File: src/rtl/uipi_pkg.sv
package uipi_pkg;
  localparam int AW        = 64;   // address and index width
  localparam int LW        = 128;  // table entry / descriptor width
  localparam int UVW       = 6;    // user vector width
  localparam int VW        = 8;    // notification vector width
  localparam int DW        = 32;   // destination width
  localparam int ENT_SHIFT = $clog2(LW / 8);

  // entry fields
  localparam int E_VALID   = 0;
  localparam int E_UV_LO   = 8;
  localparam int E_ADDR_LO = 64;
  // descriptor fields
  localparam int D_ON      = 0;
  localparam int D_SN      = 1;
  localparam int D_NV_LO   = 16;
  localparam int D_DST_LO  = 32;
  localparam int D_PIR_LO  = 64;
  localparam int LEG_LO    = 8;    // legacy id bits within destination
  localparam int LEG_W     = 8;

  typedef enum logic [2:0] {
    S_IDLE, S_ENT_REQ, S_ENT_WAIT, S_DSC_REQ, S_DSC_WAIT,
    S_WR_REQ, S_WR_WAIT, S_NOTE
  } st_e;

  function automatic logic [AW-1:0] ent_addr(input logic [AW-1:0] base,
                                             input logic [AW-1:0] idx);
    return base + (idx << ENT_SHIFT);
  endfunction

  function automatic logic ent_bad(input logic [LW-1:0] e);
    return !e[E_VALID] || (e[7:1] != '0);
  endfunction

  function automatic logic dsc_bad(input logic [LW-1:0] d);
    return (d[15:2] != '0) || (d[31:24] != '0);
  endfunction

  function automatic logic note_needed(input logic [LW-1:0] d);
    return !d[D_ON] && !d[D_SN];
  endfunction

  function automatic logic [LW-1:0] dsc_post(input logic [LW-1:0] d,
                                             input logic [UVW-1:0] uv);
    logic [LW-1:0] r;
    r = d;
    r[D_PIR_LO + int'(uv)] = 1'b1;
    if (note_needed(d)) r[D_ON] = 1'b1;
    return r;
  endfunction

  function automatic logic [DW-1:0] dest_sel(input logic [LW-1:0] d,
                                             input logic x2);
    logic [DW-1:0] full;
    full = d[D_DST_LO +: DW];
    return x2 ? full : {{(DW-LEG_W){1'b0}}, full[LEG_LO +: LEG_W]};
  endfunction
endpackage

File: src/rtl/uipi_gate.sv
module uipi_gate
  import uipi_pkg::*;
(
  input  logic          uint_en,
  input  logic          tt_en,
  input  logic          mode64,
  input  logic          in_enclave,
  input  logic [AW-1:0] idx,
  input  logic [AW-1:0] size,
  output logic          perm_ok,
  output logic          range_ok
);
  assign perm_ok  = uint_en && tt_en && mode64 && !in_enclave;
  assign range_ok = !(idx > size);
endmodule

File: src/rtl/uipi_entry_chk.sv
module uipi_entry_chk
  import uipi_pkg::*;
(
  input  logic [LW-1:0]  rdata,
  output logic           bad,
  output logic [UVW-1:0] uv,
  output logic [AW-1:0]  dsc_addr
);
  assign bad      = ent_bad(rdata);
  assign uv       = rdata[E_UV_LO +: UVW];
  assign dsc_addr = rdata[E_ADDR_LO +: AW];
endmodule

File: src/rtl/uipi_desc_upd.sv
module uipi_desc_upd
  import uipi_pkg::*;
(
  input  logic [LW-1:0]  rdata,
  input  logic [UVW-1:0] uv,
  input  logic           x2,
  output logic           bad,
  output logic [LW-1:0]  new_dsc,
  output logic           send,
  output logic [VW-1:0]  vector,
  output logic [DW-1:0]  dest
);
  assign bad     = dsc_bad(rdata);
  assign new_dsc = dsc_post(rdata, uv);
  assign send    = note_needed(rdata);
  assign vector  = rdata[D_NV_LO +: VW];
  assign dest    = dest_sel(rdata, x2);
endmodule

File: src/rtl/uipi_post_engine.sv
module uipi_post_engine
  import uipi_pkg::*;
(
  input  logic          clk,
  input  logic          rst_n,
  input  logic          req_valid,
  input  logic [63:0]   req_index,
  output logic          busy,
  input  logic [63:0]   tbl_base,
  input  logic [63:0]   tbl_size,
  input  logic          uint_en,
  input  logic          tt_en,
  input  logic          mode64,
  input  logic          in_enclave,
  input  logic          x2apic_mode,
  output logic          mem_req_valid,
  input  logic          mem_req_ready,
  output logic          mem_req_write,
  output logic          mem_lock,
  output logic          mem_req_sup,
  output logic [63:0]   mem_req_addr,
  output logic [127:0]  mem_req_wdata,
  input  logic          mem_rsp_valid,
  input  logic [127:0]  mem_rsp_rdata,
  output logic          ipi_valid,
  input  logic          ipi_ready,
  output logic [7:0]    ipi_vector,
  output logic [31:0]   ipi_dest,
  output logic          done,
  output logic          fault_gp,
  output logic          fault_ud
);
  st_e state;

  logic [AW-1:0]  ent_addr_q, dsc_addr_q;
  logic [UVW-1:0] uv_q;
  logic [LW-1:0]  new_q;
  logic           send_q;
  logic [VW-1:0]  vec_q;
  logic [DW-1:0]  dest_q;
  logic           done_q, gp_q, ud_q;

  // named internal events
  logic           perm_ok, range_ok;
  logic           accept_w;
  logic           ent_rsp_w, dsc_rsp_w, wr_ack_w;
  logic           e_bad, d_bad, d_send;
  logic           ent_bad_evt, dsc_bad_evt;
  logic [UVW-1:0] e_uv;
  logic [AW-1:0]  e_daddr;
  logic [LW-1:0]  d_new;
  logic [VW-1:0]  d_vec;
  logic [DW-1:0]  d_dest;

  uipi_gate u_gate (
    .uint_en(uint_en), .tt_en(tt_en), .mode64(mode64), .in_enclave(in_enclave),
    .idx(req_index), .size(tbl_size), .perm_ok(perm_ok), .range_ok(range_ok)
  );

  uipi_entry_chk u_ent (
    .rdata(mem_rsp_rdata), .bad(e_bad), .uv(e_uv), .dsc_addr(e_daddr)
  );

  uipi_desc_upd u_dsc (
    .rdata(mem_rsp_rdata), .uv(uv_q), .x2(x2apic_mode), .bad(d_bad),
    .new_dsc(d_new), .send(d_send), .vector(d_vec), .dest(d_dest)
  );

  assign accept_w    = req_valid && (state == S_IDLE);
  assign ent_rsp_w   = mem_rsp_valid && (state == S_ENT_WAIT);
  assign dsc_rsp_w   = mem_rsp_valid && (state == S_DSC_WAIT);
  assign wr_ack_w    = mem_rsp_valid && (state == S_WR_WAIT);
  assign ent_bad_evt = ent_rsp_w && e_bad;
  assign dsc_bad_evt = dsc_rsp_w && d_bad;

  always_ff @(posedge clk) begin
    if (!rst_n) begin
      state      <= S_IDLE;
      ent_addr_q <= '0;
      dsc_addr_q <= '0;
      uv_q       <= '0;
      new_q      <= '0;
      send_q     <= 1'b0;
      vec_q      <= '0;
      dest_q     <= '0;
      done_q     <= 1'b0;
      gp_q       <= 1'b0;
      ud_q       <= 1'b0;
    end else begin
      done_q <= 1'b0;
      gp_q   <= 1'b0;
      ud_q   <= 1'b0;
      unique case (state)
        S_IDLE: if (accept_w) begin
          if (!perm_ok)       ud_q <= 1'b1;
          else if (!range_ok) gp_q <= 1'b1;
          else begin
            ent_addr_q <= ent_addr(tbl_base, req_index);
            state      <= S_ENT_REQ;
          end
        end
        S_ENT_REQ: if (mem_req_ready) state <= S_ENT_WAIT;
        S_ENT_WAIT: if (ent_rsp_w) begin
          if (e_bad) begin
            gp_q  <= 1'b1;
            state <= S_IDLE;
          end else begin
            dsc_addr_q <= e_daddr;
            uv_q       <= e_uv;
            state      <= S_DSC_REQ;
          end
        end
        S_DSC_REQ: if (mem_req_ready) state <= S_DSC_WAIT;
        S_DSC_WAIT: if (dsc_rsp_w) begin
          if (d_bad) begin
            gp_q  <= 1'b1;
            state <= S_IDLE;
          end else begin
            new_q  <= d_new;
            send_q <= d_send;
            vec_q  <= d_vec;
            dest_q <= d_dest;
            state  <= S_WR_REQ;
          end
        end
        S_WR_REQ: if (mem_req_ready) state <= S_WR_WAIT;
        S_WR_WAIT: if (wr_ack_w) begin
          if (send_q) state <= S_NOTE;
          else begin
            done_q <= 1'b1;
            state  <= S_IDLE;
          end
        end
        S_NOTE: if (ipi_ready) begin
          done_q <= 1'b1;
          state  <= S_IDLE;
        end
        default: state <= S_IDLE;
      endcase
    end
  end

  assign busy          = (state != S_IDLE);
  assign mem_req_valid = (state == S_ENT_REQ) || (state == S_DSC_REQ) ||
                         (state == S_WR_REQ);
  assign mem_req_write = (state == S_WR_REQ);
  assign mem_lock      = (state == S_DSC_REQ) || (state == S_DSC_WAIT) ||
                         (state == S_WR_REQ)  || (state == S_WR_WAIT);
  assign mem_req_sup   = 1'b1;
  assign mem_req_addr  = (state == S_ENT_REQ) ? ent_addr_q : dsc_addr_q;
  assign mem_req_wdata = new_q;
  assign ipi_valid     = (state == S_NOTE);
  assign ipi_vector    = vec_q;
  assign ipi_dest      = dest_q;
  assign done          = done_q;
  assign fault_gp      = gp_q;
  assign fault_ud      = ud_q;
endmodule

File: config.mk
export PLATFORM = sky130hd
export DESIGN_NAME = uipi_post_engine
export DESIGN_NICKNAME = d
export VERILOG_FILES = /design/src/rtl/uipi_pkg.sv /design/src/rtl/uipi_gate.sv /design/src/rtl/uipi_entry_chk.sv /design/src/rtl/uipi_desc_upd.sv /design/src/rtl/uipi_post_engine.sv
export SDC_FILE = /design/constraint.sdc
export NUM_CORES = 1
export LEC_CHECK = 0
export BUFFER_PORTS_ARGS = -buffer_cell sky130_fd_sc_hd__buf_4
export CORE_AREA = 4 4 222 224
export DETAILED_ROUTE_END_ITERATION = 10
export DIE_AREA = 0 0 226 228
export GPL_TIMING_DRIVEN = 1
export MAX_ROUTING_LAYER = met4
export PLACE_DENSITY = 0.71
export SLEW_MARGIN = 40
export SYNTH_ARGS = -nofsm -noshare
export SYNTH_HDL_FRONTEND = slang
export SYNTH_SLANG_ARGS = --single-unit
File: constraint.sdc
create_clock -name clk -period 3.5 [get_ports clk]
set_input_delay 0.175 -clock clk [delete_from_list [all_inputs] [get_ports clk]]
set_output_delay 0.175 -clock clk [all_outputs]
set_load 0.02 [all_outputs]
==> reports/results.ini <==
[synthesis]
yosys.area.top_type = dfxtp_1
ys_seq_area_frac = 0.352
synth-warning-count = 0
yosysTopAreaCellShare = 0.352
avgSynthCellArea_um2 = 7.97
synth-seq-cells = 301
syn-num-nets = 2604
ys.flop_type = dfxtp_1
async_flop_share = 0
synth_area_mm2 = 0.0171
synthDistinctLibCells = 71
netlist_instances = 2149
synth.top_cells.by_area = dfxtp_1 35%, ha_1 9.0%, nand2_1 7.2%, a21oi_1 6.5%, mux2_2 4.3%
synth_edf_count = 0

[timing]
fmax_mhz = 331
rsz0062_at_grt = no
slew_violations = 0
period_share = 0.864
hold_viol = 0
clock_skew_ns = 0.0176
fin_crit_ns = 3.02
fin_ws_ns = 0.476
hold_slack_ns = 0.0315
worst_pin_slew_ns = 0.834
relSlewSlack = 0.439
finalSetupViolations = 0
setup_tns_ns = 0

[status]
status = completed

[grt]
overflow = 0
grt_pass1_vias = 18338
grt_pass1_wl_mm = 107
track_usage = 0.267
antenna_found_initial = 6
grt_max_degree = 133

[clock_tree]
cts-htree-levels = 2
cts_tree = built
insertion_delay_ns = 0.52
cts_buffer_depth = 3
clock-sinks = 301
clk_pin_slew_ns = 0.06
numCtsBuffers = 35
root_buffer = clkbuf_16
cts_resized = 0
post_cts_buffers = 0
hold_buffers = 120

[critical_path]
cp.arrival_ns = 3.44
rr_startpoint = state[2]
r2r_slack_ns = 0.64
cp_cell_sequence = buf_4 > ha_1 > nand4_1 > nor4_2 > nand2_1 > or4_4 > nor4_4 > a22oi_2 > o21ai_4 > nand2_1 > o31ai_1
crit_start = req_index[46]
reg2reg_depth = 6
crit_fanout = 13
crit_slowest_cell = or4_4
path_delay_family = simple AND/OR/NAND/NOR gates
cp_data_required_time_ns = 3.91
crit_type = input port to flop
critical_path_buf_inv_count = 1
critPathMostFrequentCell = nand2_1
crit_path_start_kind = input port
r2r_end = ent_addr_q[57]
cp-end-kind = flop
max_stage_delay_ns = 0.62

[place]
routabilityCongestion = 0.971
io_buffers = 570
preCtsSetupSlack_ns = -0.0183
dp_hpwl_mm = 54.6

[final_layout]
drive_gt1_frac = 0.270
nFillCells = 4407
nNetsFinal = 3219
final_util = 0.515
area_delta_synth_final_pct = 42.4

[floorplanning]
die_h_um = 228
dieWidth_um = 226
floorplan.initialDensity = 0.362
rows = 80
core_mm2 = 0.0473
design.die.area_mm2 = 0.0515
io_pins = 572

[run]
drv_cap = 0

[routing]
routed_wl_mm = 71.1
ant_nets = 0
drtPass1Iterations = 5
wire_per_inst_um = 20.9
route.detailed.drc = 0
vias = 18366
drt_iter0_markers = 1128
viasPerCell = 5.39

[worst_hold_path]
worstHoldEndpoint = ent_addr_q[43]
hp-class = input port to flop
hp-start = rst_n
min_path_cells = 3

[pwr]
ir_drop_mv = 0.241
p_comb_frac = 0.181
p_per_area_mw_per_mm2 = 355
netSwitchingPower_mw = 2.33
p_sw_frac = 0.269
p_seq_frac = 0.399
p_int_mw = 6.33
leakagePower_nw = 10.8
pwr-share-clk = 0.420

## final cells by class
type | count | area (um^2) | share of cell area
multi-input combinational | 1607 | 10200 | 0.419
sequential | 301 | 6030 | 0.247
timing repair buffer | 729 | 5890 | 0.242
clock buffer | 49 | 998 | 0.0410
tap | 615 | 769 | 0.0316
inverter | 90 | 345 | 0.0142
clock inverter | 12 | 130 | 0.00534
antenna | 6 | 15.0 | 0.000616
## registers in the layout (all words and copies together) (netlist names)
signal / cells
done: 1
dsc_addr_q: 64
ent_addr_q: 64
fault_gp: 1
fault_ud: 1
ipi_dest: 32
mem_req_wdata: 128
send_q: 1
state: 3
uv_q: 6
## worst max-delay path by stage
stage / to / depth (start not counted)
floorplan: ent_addr_q[63] / 11
global placement: ent_addr_q[50] / 11
detailed placement: ent_addr_q[46] / 11
CTS: mem_req_addr[17] / 4
global route: ent_addr_q[46] / 11
finish: ent_addr_q[57] / 11
## logic make-up (layout without fill, tap and decap cells)
family | Yosys count | in the layout | share of synthesized area
buffers and inverters | 241 | 880 | 0.0563
AOI/OAI and AO/OA | 535 | 535 | 0.199
xor gates and xnor gates | 40 | 40 | 0.0205
other | 1 | 7 | 0.000219
adders and majority gates | 124 | 124 | 0.0911
and+or+nand+nor | 796 | 796 | 0.211
DFF | 301 | 301 | 0.352
muxes | 111 | 111 | 0.0697
## metrics by stage
stage          instance area (um^2)  power, mW  instances
2_1_floorplan                 17100       4.32       2149
3_3_place_gp                  22000       4.94       3220
3_5_place_dp                  22000       4.95       3220
4_1_cts                       24300       8.72       3401
5_1_grt                       24400       9.03       3409
6_report                      24400       8.66       3409
## cells in the mapped netlist, types with 9 or more instances
cell type	number
nand3b_1	9
clkbuf_1	126
mux2_2	66
buf_2	9
o22ai_1	13
a21o_1	62
o21bai_1	16
xor2_1	20
a31oi_1	9
xnor2_1	20
buf_4	13
nor2_1	176
o21a_1	11
a21boi_0	10
dfxtp_1	301
o21ai_0	49
ha_1	123
nand2b_1	9
nor3b_1	11
nand3_1	53
a211oi_1	84
nor4_1	11
nand2_1	328
nand4_1	34
inv_1	90
nor3_1	94
and3_1	38
mux2i_1	45
a21oi_1	222
## layer usage
layer | wire length, um | GRT usage | part of all wire
met5 | 0 | - | 0
met4 | 2410 | 0.0821 | 0.034
met3 | 5420 | 0.0543 | 0.076
met2 | 34400 | 0.446 | 0.48
met1 | 28900 | 0.325 | 0.41
## layout by cell type, fill, tap and decap left out, types with 11 or more instances in the layout
master,instances
a21oi_1,222
a21o_1,62
nor2_1,176
nand3_1,51
nor4_1,11
nand4_1,34
o21bai_1,16
dfxtp_1,301
and3_1,36
xor2_1,20
nand2_1,328
clkbuf_16,35
o21a_1,11
dlygate4sd3_1,120
mux2i_1,45
xnor2_1,20
inv_1,89
buf_4,600
nor3_1,93
a211oi_1,84
ha_1,123
o22ai_1,13
o21ai_0,49
mux2_2,66
## power groups by stage
| stage | clock [mW] | sequential (mW) | combinational, mW |
|---|---|---|---|
| final | 3.64 | 3.46 | 1.56 |
| after global routing | 3.88 | 3.46 | 1.70 |
| after CTS | 3.72 | 3.46 | 1.55 |
| after detailed placement | 0 | 3.53 | 1.42 |
| after global placement | 0 | 3.53 | 1.40 |
| after floorplan | 0 | 3.52 | 0.798 |
## worst register-to-register path: stages (launching register included)
cell and delay [ns]:
dfxtp_1 0.55, nor3_1 0.47, and3_1 0.32, nand3_1 0.18
o21ai_4 0.39, nand2_1 0.44, o31ai_1 0.41
Power figures use the tool's default switching activity.
